===== config.mk =====
export PLATFORM = sky130hd
export DESIGN_NAME = spi_xfer_ctrl
export DESIGN_NICKNAME = d
export VERILOG_FILES = /design/src/rtl/spi_pkg.sv /design/src/rtl/spi_edge_sync.sv /design/src/rtl/spi_clkgen.sv /design/src/rtl/spi_shift_core.sv /design/src/rtl/spi_regs.sv /design/src/rtl/spi_xfer_ctrl.sv
export SDC_FILE = /design/constraint.sdc
export NUM_CORES = 1
export LEC_CHECK = 0
export BUFFER_PORTS_ARGS = -buffer_cell sky130_fd_sc_hd__buf_4
export CAP_MARGIN = 20
export CORE_ASPECT_RATIO = 0.6
export CORE_MARGIN = 2
export CORE_UTILIZATION = 60
export CTS_CLUSTER_SIZE = 40
export DETAILED_ROUTE_END_ITERATION = 12
export PLACE_DENSITY = 0.89
export SLEW_MARGIN = 20
export SYNTH_ARGS = -nofsm -noshare
export SYNTH_HDL_FRONTEND = slang
export SYNTH_HIERARCHICAL = 1
export SYNTH_SLANG_ARGS = --single-unit

===== constraint.sdc =====
create_clock -name clk -period 3.1 [get_ports clk]
set_input_delay 0.465 -clock clk [delete_from_list [all_inputs] [get_ports clk]]
set_output_delay 0.465 -clock clk [all_outputs]
set_load 0.01 [all_outputs]

===== src/rtl/spi_pkg.sv =====
package spi_pkg;
  localparam int BUS_W = 8;
  localparam int ADDR_W = 2;
  localparam logic [ADDR_W-1:0] A_CTRL = 2'd0;
  localparam logic [ADDR_W-1:0] A_STAT = 2'd1;
  localparam logic [ADDR_W-1:0] A_DATA = 2'd2;
  // control register bit positions
  localparam int C_IE  = 7;
  localparam int C_EN  = 6;
  localparam int C_MST = 4;
  typedef enum logic [1:0] {ROLE_OFF, ROLE_SLAVE, ROLE_MASTER} role_e;
endpackage


===== src/rtl/spi_edge_sync.sv =====
module spi_edge_sync #(
  parameter int N = 3,
  parameter int STG = 2,
  parameter logic [N-1:0] RST_V = '0
) (
  input  logic         clk,
  input  logic         rst_n,
  input  logic [N-1:0] d,
  output logic [N-1:0] q
);
  logic [N-1:0] stg_q [STG];

  for (genvar g = 0; g < STG; g++) begin : g_stage
    logic [N-1:0] stg_n;
    if (g == 0) begin : g_first
      assign stg_n = d;
    end else begin : g_rest
      assign stg_n = stg_q[g-1];
    end
    always_ff @(posedge clk or negedge rst_n) begin
      if (!rst_n) stg_q[g] <= RST_V;
      else        stg_q[g] <= stg_n;
    end
  end

  assign q = stg_q[STG-1];
endmodule


===== src/rtl/spi_clkgen.sv =====
module spi_clkgen #(
  parameter int DIV = 4
) (
  input  logic clk,
  input  logic rst_n,
  input  logic en,
  input  logic start,
  input  logic stop,
  output logic sck,
  output logic smp_stb,
  output logic sft_stb,
  output logic active
);
  localparam int HALF = DIV / 2;
  localparam int CW = (DIV > 2) ? $clog2(DIV) : 1;
  localparam logic [CW-1:0] D_LAST = CW'(DIV - 1);
  localparam logic [CW-1:0] D_MID  = CW'(HALF - 1);
  localparam logic [CW-1:0] D_HI   = CW'(HALF);

  logic [CW-1:0] div_q, div_n;
  logic          act_n;

  assign smp_stb = active && (div_q == D_MID);
  assign sft_stb = active && (div_q == D_LAST);
  assign sck     = active && (div_q >= D_HI);

  always_comb begin
    act_n = active;
    div_n = div_q;
    if (!en) begin
      act_n = 1'b0;
      div_n = '0;
    end else if (start && !active) begin
      act_n = 1'b1;
      div_n = '0;
    end else if (active) begin
      div_n = (div_q == D_LAST) ? '0 : div_q + 1'b1;
      if (sft_stb && stop) act_n = 1'b0;
    end
  end

  always_ff @(posedge clk or negedge rst_n) begin
    if (!rst_n) begin
      active <= 1'b0;
      div_q  <= '0;
    end else begin
      active <= act_n;
      div_q  <= div_n;
    end
  end

  // clock generation only stops on the final shift or on disable
  assert_stop_on_last_R1: assert property (@(posedge clk) disable iff (!rst_n)
    ($fell(active) && $past(en)) |-> $past(sft_stb && stop));
endmodule


===== src/rtl/spi_shift_core.sv =====
module spi_shift_core #(
  parameter int DW = 8
) (
  input  logic          clk,
  input  logic          rst_n,
  input  logic          load,
  input  logic [DW-1:0] ld_data,
  input  logic          smp_stb,
  input  logic          sft_stb,
  input  logic          abort,
  input  logic          din,
  output logic          so,
  output logic [DW-1:0] rx_byte,
  output logic          done,
  output logic          mid
);
  localparam int CW = $clog2(DW);
  localparam logic [CW-1:0] C_LAST = CW'(DW - 1);

  logic [DW-1:0] sh_q, sh_n;
  logic [CW-1:0] cnt_q, cnt_n;
  logic          smp_q, smp_n;

  assign so      = sh_q[DW-1];
  assign rx_byte = {sh_q[DW-2:0], smp_q};
  assign done    = sft_stb && !abort && !load && (cnt_q == C_LAST);
  assign mid     = (cnt_q != '0);

  always_comb begin
    sh_n  = sh_q;
    cnt_n = cnt_q;
    smp_n = smp_q;
    if (load) begin
      sh_n  = ld_data;
      cnt_n = '0;
    end else if (abort) begin
      cnt_n = '0;
    end else begin
      if (smp_stb) smp_n = din;
      if (sft_stb) begin
        sh_n  = {sh_q[DW-2:0], smp_q};
        cnt_n = (cnt_q == C_LAST) ? '0 : cnt_q + 1'b1;
      end
    end
  end

  always_ff @(posedge clk or negedge rst_n) begin
    if (!rst_n) begin
      sh_q  <= '0;
      cnt_q <= '0;
      smp_q <= 1'b0;
    end else begin
      sh_q  <= sh_n;
      cnt_q <= cnt_n;
      smp_q <= smp_n;
    end
  end

  // after the final shift the bit counter is back at the byte boundary
  assert_byte_wrap_R1: assert property (@(posedge clk) disable iff (!rst_n)
    done |=> !mid);
  // an abort always returns the counter to the boundary
  assert_abort_clear_R10: assert property (@(posedge clk) disable iff (!rst_n)
    (abort && !load) |=> !mid);
endmodule


===== src/rtl/spi_regs.sv =====
module spi_regs
  import spi_pkg::*;
#(
  parameter int DW = 8
) (
  input  logic              clk,
  input  logic              rst_n,
  input  logic              wr_en,
  input  logic              rd_en,
  input  logic [ADDR_W-1:0] addr,
  input  logic [DW-1:0]     wdata,
  output logic [DW-1:0]     rdata,
  input  logic              busy,
  input  logic              xfer_done,
  input  logic [DW-1:0]     rx_byte,
  input  logic              irq_ack,
  input  logic              glb_ie,
  output logic              en,
  output logic              mst,
  output logic              load,
  output logic              irq
);
  logic [DW-1:0] ctrl_q, ctrl_n, rxb_q, rxb_n;
  logic          done_q, done_n, col_q, col_n, arm_q, arm_n;
  logic          dat_acc, dat_wr, col_hit;

  assign en      = ctrl_q[C_EN];
  assign mst     = ctrl_q[C_MST];
  assign dat_acc = (wr_en || rd_en) && (addr == A_DATA);
  assign dat_wr  = wr_en && (addr == A_DATA) && ctrl_q[C_EN];
  assign load    = dat_wr && !busy;
  assign col_hit = dat_wr && busy;
  assign irq     = done_q && ctrl_q[C_IE] && glb_ie;

  always_comb begin
    case (addr)
      A_CTRL:  rdata = ctrl_q;
      A_STAT:  rdata = {done_q, col_q, {(DW-2){1'b0}}};
      A_DATA:  rdata = rxb_q;
      default: rdata = '0;
    endcase
  end

  always_comb begin
    ctrl_n = ctrl_q;
    rxb_n  = rxb_q;
    done_n = done_q;
    col_n  = col_q;
    arm_n  = arm_q;
    if (wr_en && addr == A_CTRL) ctrl_n = wdata;
    if (dat_acc && arm_q) begin
      done_n = 1'b0;
      col_n  = 1'b0;
      arm_n  = 1'b0;
    end
    if (rd_en && addr == A_STAT && done_q) arm_n = 1'b1;
    if (irq_ack) begin
      done_n = 1'b0;
      arm_n  = 1'b0;
    end
    if (col_hit) col_n = 1'b1;
    if (xfer_done) begin
      done_n = 1'b1;
      rxb_n  = rx_byte;
    end
  end

  always_ff @(posedge clk or negedge rst_n) begin
    if (!rst_n) begin
      ctrl_q <= '0;
      rxb_q  <= '0;
      done_q <= 1'b0;
      col_q  <= 1'b0;
      arm_q  <= 1'b0;
    end else begin
      ctrl_q <= ctrl_n;
      rxb_q  <= rxb_n;
      done_q <= done_n;
      col_q  <= col_n;
      arm_q  <= arm_n;
    end
  end

  assert_rx_capture_R4: assert property (@(posedge clk) disable iff (!rst_n)
    xfer_done |=> (rxb_q == $past(rx_byte)));
  assert_col_flag_R3: assert property (@(posedge clk) disable iff (!rst_n)
    (wr_en && addr == A_DATA && en && busy) |=> col_q);
  assert_done_flag_R6: assert property (@(posedge clk) disable iff (!rst_n)
    xfer_done |=> done_q);
endmodule


===== src/rtl/spi_xfer_ctrl.sv =====
module spi_xfer_ctrl
  import spi_pkg::*;
#(
  parameter int DW = 8,
  parameter int CLK_DIV = 4,
  parameter int SYNC_STG = 2
) (
  input  logic              clk,
  input  logic              rst_n,
  input  logic              bus_wr,
  input  logic              bus_rd,
  input  logic [ADDR_W-1:0] bus_addr,
  input  logic [DW-1:0]     bus_wdata,
  output logic [DW-1:0]     bus_rdata,
  input  logic              glb_ie,
  input  logic              irq_ack,
  output logic              irq,
  input  logic              sck_i,
  output logic              sck_o,
  output logic              sck_oe,
  input  logic              mosi_i,
  output logic              mosi_o,
  output logic              mosi_oe,
  input  logic              miso_i,
  output logic              miso_o,
  output logic              miso_oe,
  input  logic              ss_n_i,
  output logic              ss_n_o,
  output logic              ss_oe
);
  localparam int PIN_N = 3;
  localparam int P_SCK = 0;
  localparam int P_MOSI = 1;
  localparam int P_SS = 2;

  logic [1:0]       rst_q;
  logic             rst_int_n;
  logic             en, mst, load, busy, xfer_done, mid;
  logic             c_sck, c_smp, c_sft, c_act;
  logic             smp, sft, abort, din, so;
  logic [DW-1:0]    rx_byte;
  logic [PIN_N-1:0] pins_q;
  logic             sck_prev_q;
  logic             s_rise, s_fall, s_sel;
  role_e            role;

  // asynchronous assert, synchronous release
  always_ff @(posedge clk or negedge rst_n) begin
    if (!rst_n) rst_q <= 2'b00;
    else        rst_q <= {rst_q[0], 1'b1};
  end
  assign rst_int_n = rst_q[1];

  always_comb begin
    if (!en)      role = ROLE_OFF;
    else if (mst) role = ROLE_MASTER;
    else          role = ROLE_SLAVE;
  end

  spi_edge_sync #(.N(PIN_N), .STG(SYNC_STG), .RST_V(3'b100)) u_sync (
    .clk(clk), .rst_n(rst_int_n),
    .d({ss_n_i, mosi_i, sck_i}), .q(pins_q)
  );

  always_ff @(posedge clk or negedge rst_int_n) begin
    if (!rst_int_n) sck_prev_q <= 1'b0;
    else            sck_prev_q <= pins_q[P_SCK];
  end

  assign s_sel  = (role == ROLE_SLAVE) && !pins_q[P_SS];
  assign s_rise = s_sel && pins_q[P_SCK] && !sck_prev_q;
  assign s_fall = s_sel && !pins_q[P_SCK] && sck_prev_q;

  spi_clkgen #(.DIV(CLK_DIV)) u_clkgen (
    .clk(clk), .rst_n(rst_int_n), .en(role == ROLE_MASTER),
    .start(load && role == ROLE_MASTER), .stop(xfer_done),
    .sck(c_sck), .smp_stb(c_smp), .sft_stb(c_sft), .active(c_act)
  );

  always_comb begin
    case (role)
      ROLE_MASTER: begin
        smp = c_smp; sft = c_sft; din = miso_i; abort = 1'b0; busy = c_act;
      end
      ROLE_SLAVE: begin
        smp = s_rise; sft = s_fall; din = pins_q[P_MOSI];
        abort = pins_q[P_SS]; busy = mid;
      end
      default: begin
        smp = 1'b0; sft = 1'b0; din = 1'b0; abort = 1'b1; busy = 1'b0;
      end
    endcase
  end

  spi_shift_core #(.DW(DW)) u_core (
    .clk(clk), .rst_n(rst_int_n), .load(load), .ld_data(bus_wdata),
    .smp_stb(smp), .sft_stb(sft), .abort(abort), .din(din),
    .so(so), .rx_byte(rx_byte), .done(xfer_done), .mid(mid)
  );

  spi_regs #(.DW(DW)) u_regs (
    .clk(clk), .rst_n(rst_int_n), .wr_en(bus_wr), .rd_en(bus_rd),
    .addr(bus_addr), .wdata(bus_wdata), .rdata(bus_rdata),
    .busy(busy), .xfer_done(xfer_done), .rx_byte(rx_byte),
    .irq_ack(irq_ack), .glb_ie(glb_ie), .en(en), .mst(mst),
    .load(load), .irq(irq)
  );

  assign sck_o   = (role == ROLE_MASTER) && c_sck;
  assign sck_oe  = (role == ROLE_MASTER);
  assign mosi_oe = (role == ROLE_MASTER);
  assign ss_oe   = (role == ROLE_MASTER);
  assign miso_oe = s_sel;
  assign ss_n_o  = !((role == ROLE_MASTER) && c_act);
  assign mosi_o  = so;
  assign miso_o  = so;

  assert_sck_idle_R2: assert property (@(posedge clk) disable iff (!rst_int_n)
    (role == ROLE_MASTER && !busy) |-> !sck_o);
  assert_sck_selects_R2: assert property (@(posedge clk) disable iff (!rst_int_n)
    sck_o |-> (!ss_n_o && sck_oe));
  assert_irq_gated_R7: assert property (@(posedge clk) disable iff (!rst_int_n)
    irq |-> glb_ie);
  assert_no_done_deselected_R10: assert property (@(posedge clk) disable iff (!rst_int_n)
    (role == ROLE_SLAVE && pins_q[P_SS]) |-> !xfer_done);
endmodule


# [Word level (Yosys, flattened, before mapping)]
# Cells that the tools add are included.
[totals] reg_bits=43 in_bits=20 out_inout_bits=17 elab_cells=102
[classes] n_addsub=2 order_cmp=1 n_eq_ne=9 n_mux=29 bitwise=2 reduce_logical=45
[ops] cell="$logic_and A1 B1 Y1" n=27
[ops] cell="$mux W8" n=3
[ops] cell="$pmux W8 S3" n=1
[ops] cell="$mux W2" n=6
[ops] cell="$mux W3" n=4
[ops] cell="$reduce_bool A3 Y1" n=4
[ops] cell="$mux W1" n=10
[ops] cell="$pmux W1 S2" n=5
[ops] cell="$logic_not A1 Y1" n=8
[ops] cell="$eq A2 B1 Y1 const B" n=3
[ops] cell="$eq A2 B2 Y1 const B" n=3
[ops] cell="$reduce_bool A2 Y1" n=2
[ops] cell="$add A3 B1 Y3 const B" n=1
[ops] cell="$eq A3 B3 Y1 const B" n=1
[ops] cell="$ne A3 B3 Y1 const B" n=1
[ops] cell="$reduce_and A3 Y1" n=1
[ops] cell="$add A2 B1 Y2 const B" n=1
[ops] cell="$ge A2 B2 Y1 const B" n=1
[ops] cell="$logic_not A2 Y1" n=1
[ops] cell="$ne A2 B2 Y1 const B" n=1
[ops] cell="$not A1 Y1" n=2
[ops] cell="$reduce_and A2 Y1" n=1
[ops] cell="$logic_or A1 B1 Y1" n=1

# [Logic depth before layout (Yosys ltp)]
[depth] ltp_word=15 mapped_depth=11 depth_no_buf=9

# [By module]
# Netlist, hierarchy kept.
[modules_own_cells] module="spi_regs" instances=1 cells_each=71 area_each_um2=894.6 seq_area_each_um2=475.5
[modules_own_cells] module="spi_shift_core" instances=1 cells_each=61 area_each_um2=719.4 seq_area_each_um2=300.3
[modules_own_cells] module="spi_xfer_ctrl" instances=1 cells_each=25 area_each_um2=221.5 seq_area_each_um2=75.1
[modules_own_cells] module="spi_clkgen" instances=1 cells_each=19 area_each_um2=203.9 seq_area_each_um2=75.1
[modules_own_cells] module="spi_edge_sync" instances=1 cells_each=6 area_each_um2=152.6 seq_area_each_um2=152.6

# [Least setup slack after synthesis]
# Ideal clock, no wire load.
[synth_path] path_kind="register to register" start="reg u_sync.stg_q, in the netlist u_sync/q[2]" end="reg u_regs.rxb_q[0]" setup_time_ns=0.125 arrival_time_ns=2.059 t_required_ns=2.975 slack_ns=0.917 path_stages_with_launch=8 path_buffers=2 period_less_slack_ns=2.183 cell_sequence="dfstp_2 or4b_1 a21boi_1 buf_2 nand2_1 nor3_1 buf_2 mux2_2"
[synth_via] elab_chain_len=8 word_cells_on_any_way=10 cone_classes="mux: 2; reduce/logical: 8"
[synth_rtl] item="from (decl)" line="spi_edge_sync.sv:11" text="logic [N-1:0] stg_q [STG];"
[synth_rtl] item="from (signal, indexed assignment)" line="spi_edge_sync.sv:22" text="else stg_q[g] <= stg_n;"
[synth_rtl] item="$logic_not A1 Y1" line="spi_xfer_ctrl.sv:70" text="assign s_sel = (role == ROLE_SLAVE) && !pins_q[P_SS];"
[synth_rtl] item="$logic_and A1 B1 Y1" line="spi_xfer_ctrl.sv:70"
[synth_rtl] item="$logic_and A1 B1 Y1 (2 in a row)" line="spi_xfer_ctrl.sv:72" text="assign s_fall = s_sel && !pins_q[P_SCK] && sck_prev_q;"
[synth_rtl] item="$pmux W1 S2" line="spi_xfer_ctrl.sv:81" text="case (role)"
[synth_rtl] item="net sft" line="spi_xfer_ctrl.sv:40" text="logic smp, sft, abort, din, so;"
[synth_rtl] item="$logic_and A1 B1 Y1 (3 in a row)" line="spi_shift_core.sv:26" text="assign done = sft_stb && !abort && !load && (cnt_q == C_LAST);"
[synth_rtl] item="net xfer_done" line="spi_xfer_ctrl.sv:38" text="logic en, mst, load, busy, xfer_done, mid;"
[synth_rtl] item="to (signal assigned)" line="spi_regs.sv:77" text="rxb_q <= rxb_n;"
[synth_rtl] item="to (decl)" line="spi_regs.sv:23" text="logic [DW-1:0] ctrl_q, ctrl_n, rxb_q, rxb_n;"
# The timed path passes the listed nets, and every way through them passes these cells.
# A chain may end at the register's enable or synchronous reset.

# [Worst setup path in the final report]
[layout_path] start="reg u_core.cnt_q[0]" end="reg u_regs.rxb_q[4]"
[layout_via] elab_chain_len=7 word_cells_on_any_way=8 cone_classes="eq/ne: 1; mux: 1; reduce/logical: 6"
[layout_rtl] item="from (decl)" line="spi_shift_core.sv:21" text="logic [CW-1:0] cnt_q, cnt_n;"
[layout_rtl] item="from (signal assigned)" line="spi_shift_core.sv:54" text="cnt_q <= cnt_n;"
[layout_rtl] item="$reduce_bool A3 Y1" line="spi_shift_core.sv:27" text="assign mid = (cnt_q != '0);"
[layout_rtl] item="net mid" line="spi_xfer_ctrl.sv:38"
[layout_rtl] item="$pmux W1 S2" line="spi_xfer_ctrl.sv:81"
[layout_rtl] item="net busy" line="spi_xfer_ctrl.sv:38"
[layout_rtl] item="$logic_not A1 Y1" line="spi_regs.sv:31" text="assign load = dat_wr && !busy;"
[layout_rtl] item="$logic_and A1 B1 Y1" line="spi_regs.sv:31"
[layout_rtl] item="net load" line="spi_xfer_ctrl.sv:38"
[layout_rtl] item="$logic_not A1 Y1" line="spi_shift_core.sv:26"
[layout_rtl] item="$logic_and A1 B1 Y1 (2 in a row)" line="spi_shift_core.sv:26"
[layout_rtl] item="net xfer_done" line="spi_xfer_ctrl.sv:38"
# The timed path passes the listed nets, and every way through them passes these cells.

==> flow_metrics.tcl <==
set metrics [dict create \
    syn-num-nets 208 \
    post-route-min-period_ns 2.26 \
    power_switching_mw 0.353 \
    ys_seq_area_share_pct 49.2 \
    num_vias 1559 \
    syn_avg_cell_area_sq_um 12.0 \
    slew_violations 0 \
    netSwitchingFraction_pct 27.4 \
    htree_levels 2 \
    p_int_mw 0.935 \
    start_kind "flip-flop" \
    drt-total-wl_um 4550 \
    fp-row-count 16 \
    yosysMostFrequentCell "dfrtp_1" \
    synthFlopType "dfrtp_1" \
    dr.pass1.iters 4 \
    design_area_sq_um 2570 \
    grt_pass1_wl_um 7570 \
    min_period_over_period_pct 72.8 \
    ys_warn_count 6 \
    cp_max_fo 30 \
    synth.distinct_cells 39 \
    antenna_found_initial 0 \
    cts_buffer_depth 2 \
    critPathRequiredTime_ns 3.28 \
    via_per_inst 5.91 \
    setup_viol 0 \
    worst_pin_slew_ns 0.560 \
    synthesis.instances 182 \
    antenna_cells 0 \
    route.detailed.drc 0 \
    ant_nets 0 \
    io_pins 37 \
    yosys.area.top_type "dfrtp_1" \
    design.core.area_sq_um 3360 \
    fmaxAchievable_ghz 0.443 \
    ir_worst_vdd_v 0.000452 \
    grt_max_degree 42 \
    insertion_delay_ns 0.29 \
    post_cts_buffers 0 \
    p_comb_share_pct 20.2 \
    critPathArrivalTime_ns 2.43 \
    fin_skew_ns 0.00238 \
    fp.dieH_um 50.8 \
    async_flop_share_pct 100 \
    hp-class "in -> reg" \
    status "completed" \
    synth_area_sq_um 2190 \
    dp_hpwl_um 3150 \
    max-slew-margin-rel_pct 62.6 \
    fp.dieArea_sq_um 4170 \
    syn_to_final_growth_pct 17.1 \
    hold_viol 0 \
    drtIter0Drc 101 \
    grt_util_all_layers_pct 24.7 \
    placed_cell_area_sq_um 2470 \
    yosys_register_bits 43 \
    endpoint_kind "flip-flop" \
    clkSinkCount 43 \
    synth_area_leaders "dfrtp_1 (47%), mux2_2 (8.7%), mux2i_1 (5.5%)" \
    rsz0062_at_grt "no" \
    cts_tree "yes" \
    drive_gt1_share_pct 35.2 \
    fin_nets 244 \
    fp.dieW_um 82.0 \
    power_density_nw_per_um2 502 \
    clkPwrFrac_pct 26.1 \
    p_seq_share_pct 53.7 \
    synth_edf_count 0 \
    clk_pin_slew_worst_paths_ns 0.08 \
    p_leak_nw 1.24 \
    start_util_pct 65.2 \
    port_buffers 36 \
    wire_per_inst_um 17.2 \
    gp_congestion 0.808 \
    setup_tns_ns 0 \
    synth_top_area_share_pct 46.8 \
    synth_common_cells "dfrtp_1 (41), mux2_2 (17), mux2i_1 (12), nor2b_1 (12)" \
    gr-total-overflow 0 \
    grt_pass1_vias 1525 \
    path_class "reg -> reg" \
    max_cap_violations 0 \
    root_buffer "clkbuf_8" \
    cts_buffers 5 \
]
[registers in the layout, indices dropped and copies added, names as in the netlist]
name and count:
u_regs/col_q 1, u_core/smp_q 1, u_sync/q 3, u_clkgen/div_q 2, u_core/cnt_q 3, u_regs/done_q 1, u_regs/arm_q 1, u_core/sh_q 8
u_sync/g_stage.stg_n 3, u_clkgen/active 1, u_regs/ctrl_q 8, rst_q 2, sck_prev_q 1, u_regs/rxb_q 8
[per-layer routing]
metal / up-vias / routed length [um] / part of all wire, % / track usage, %
met5: - / 0 / 0 / 0
met4: 0 / 65 / 1.4 / 6.67
met3: 8 / 302 / 6.6 / 5.83
met2: 61 / 2100 / 46 / 38.3
met1: 773 / 2080 / 46 / 35.2
li1: 717 / - / - / -
[worst paths after layout]
| path | endpoint | cells after the start | start | slack [ns] |
|---|---|---|---|---|
| max in group asynchronous | u_sync/q[2] | 1 | rst_q[1] | 2.44 |
| worst max-delay path | u_regs/rxb_q[4] | 10 | u_core/cnt_q[0] | 0.84 |
| worst max register to register | u_regs/rxb_q[4] | 10 | u_core/cnt_q[0] | 0.84 |
| worst min register to register | u_sync/g_stage[1].stg_n[0] | 1 | rst_q[1] | 0.30 |
| worst min-delay path | u_sync/g_stage[1].stg_n[2] | 1 | ss_n_i | 0.28 |
| min in group asynchronous | u_sync/g_stage[1].stg_n[0] | 1 | rst_q[1] | 0.30 |
[power by group through the flow]
stage               logic, mW  registers (mW)  clock network (mW)
CTS                     0.263           0.690               0.347
detailed placement      0.259           0.701                   0
floorplan               0.186           0.684                   0
global placement        0.250           0.695                   0
finish                  0.260           0.692               0.336
global route            0.291           0.702               0.369
[final cells by class]
class	instances	area (sq um)
clock buffers	5	68.8
clock inverters	3	15.0
fillers	238	796
inverters	7	26.3
multi-input cells	118	997
flip-flops and latches	43	1080
well taps	45	56.3
repair buffers	43	325
[what timing repair did]
item	4_1_cts	5_1_grt
hold buffers	1	0
endpoints found under the hold margin	2	0
setup endpoints to repair	0	0
resized for setup	0	0
[layout by cell type, fill, tap and decap left out, types with 5 or more instances in the layout]
master,synthesis,routed
ha_1,6,6
dfrtp_1,41,41
mux2i_1,12,12
nor2_1,8,8
a221o_1,8,8
inv_1,7,7
clkbuf_8,0,5
and4bb_1,7,7
nor2b_1,12,12
nand2_1,5,5
mux2_2,17,17
o21ai_0,5,5
buf_4,6,42
[critical path, stage by stage, from the launching register on]
cell	delay [ns]
dfrtp_1	0.40
inv_1	0.07
ha_1	0.19
nand2b_1	0.08
mux2i_1	0.08
nor2b_1	0.18
nor2_1	0.07
buf_4	0.23
nor3_1	0.27
buf_4	0.22
mux2_2	0.34
[cells by family after synthesis]
kind of cell	count (synthesis)	synth area share [%]
mux	29	14.2
buf+inv	21	5.31
other cells	1	0.171
flops	43	49.2
fa+ha+maj	6	3.42
compound gates	25	9.36
simple gates	57	18.3
[metrics by stage]
stage	hold slack, ns	total power [mW]	setup WS [ns]	instances	util [%]
floorplan	0.169	0.871	0.917	182	-
global placement	0.248	0.946	0.956	255	73.5
global route	0.259	1.36	0.698	264	76.3
finish	0.277	1.29	0.842	264	76.3
detailed placement	0.248	0.960	0.862	255	73.5
CTS	0.268	1.30	0.843	264	76.3
No activity file was read; power rests on OpenSTA's default activity.
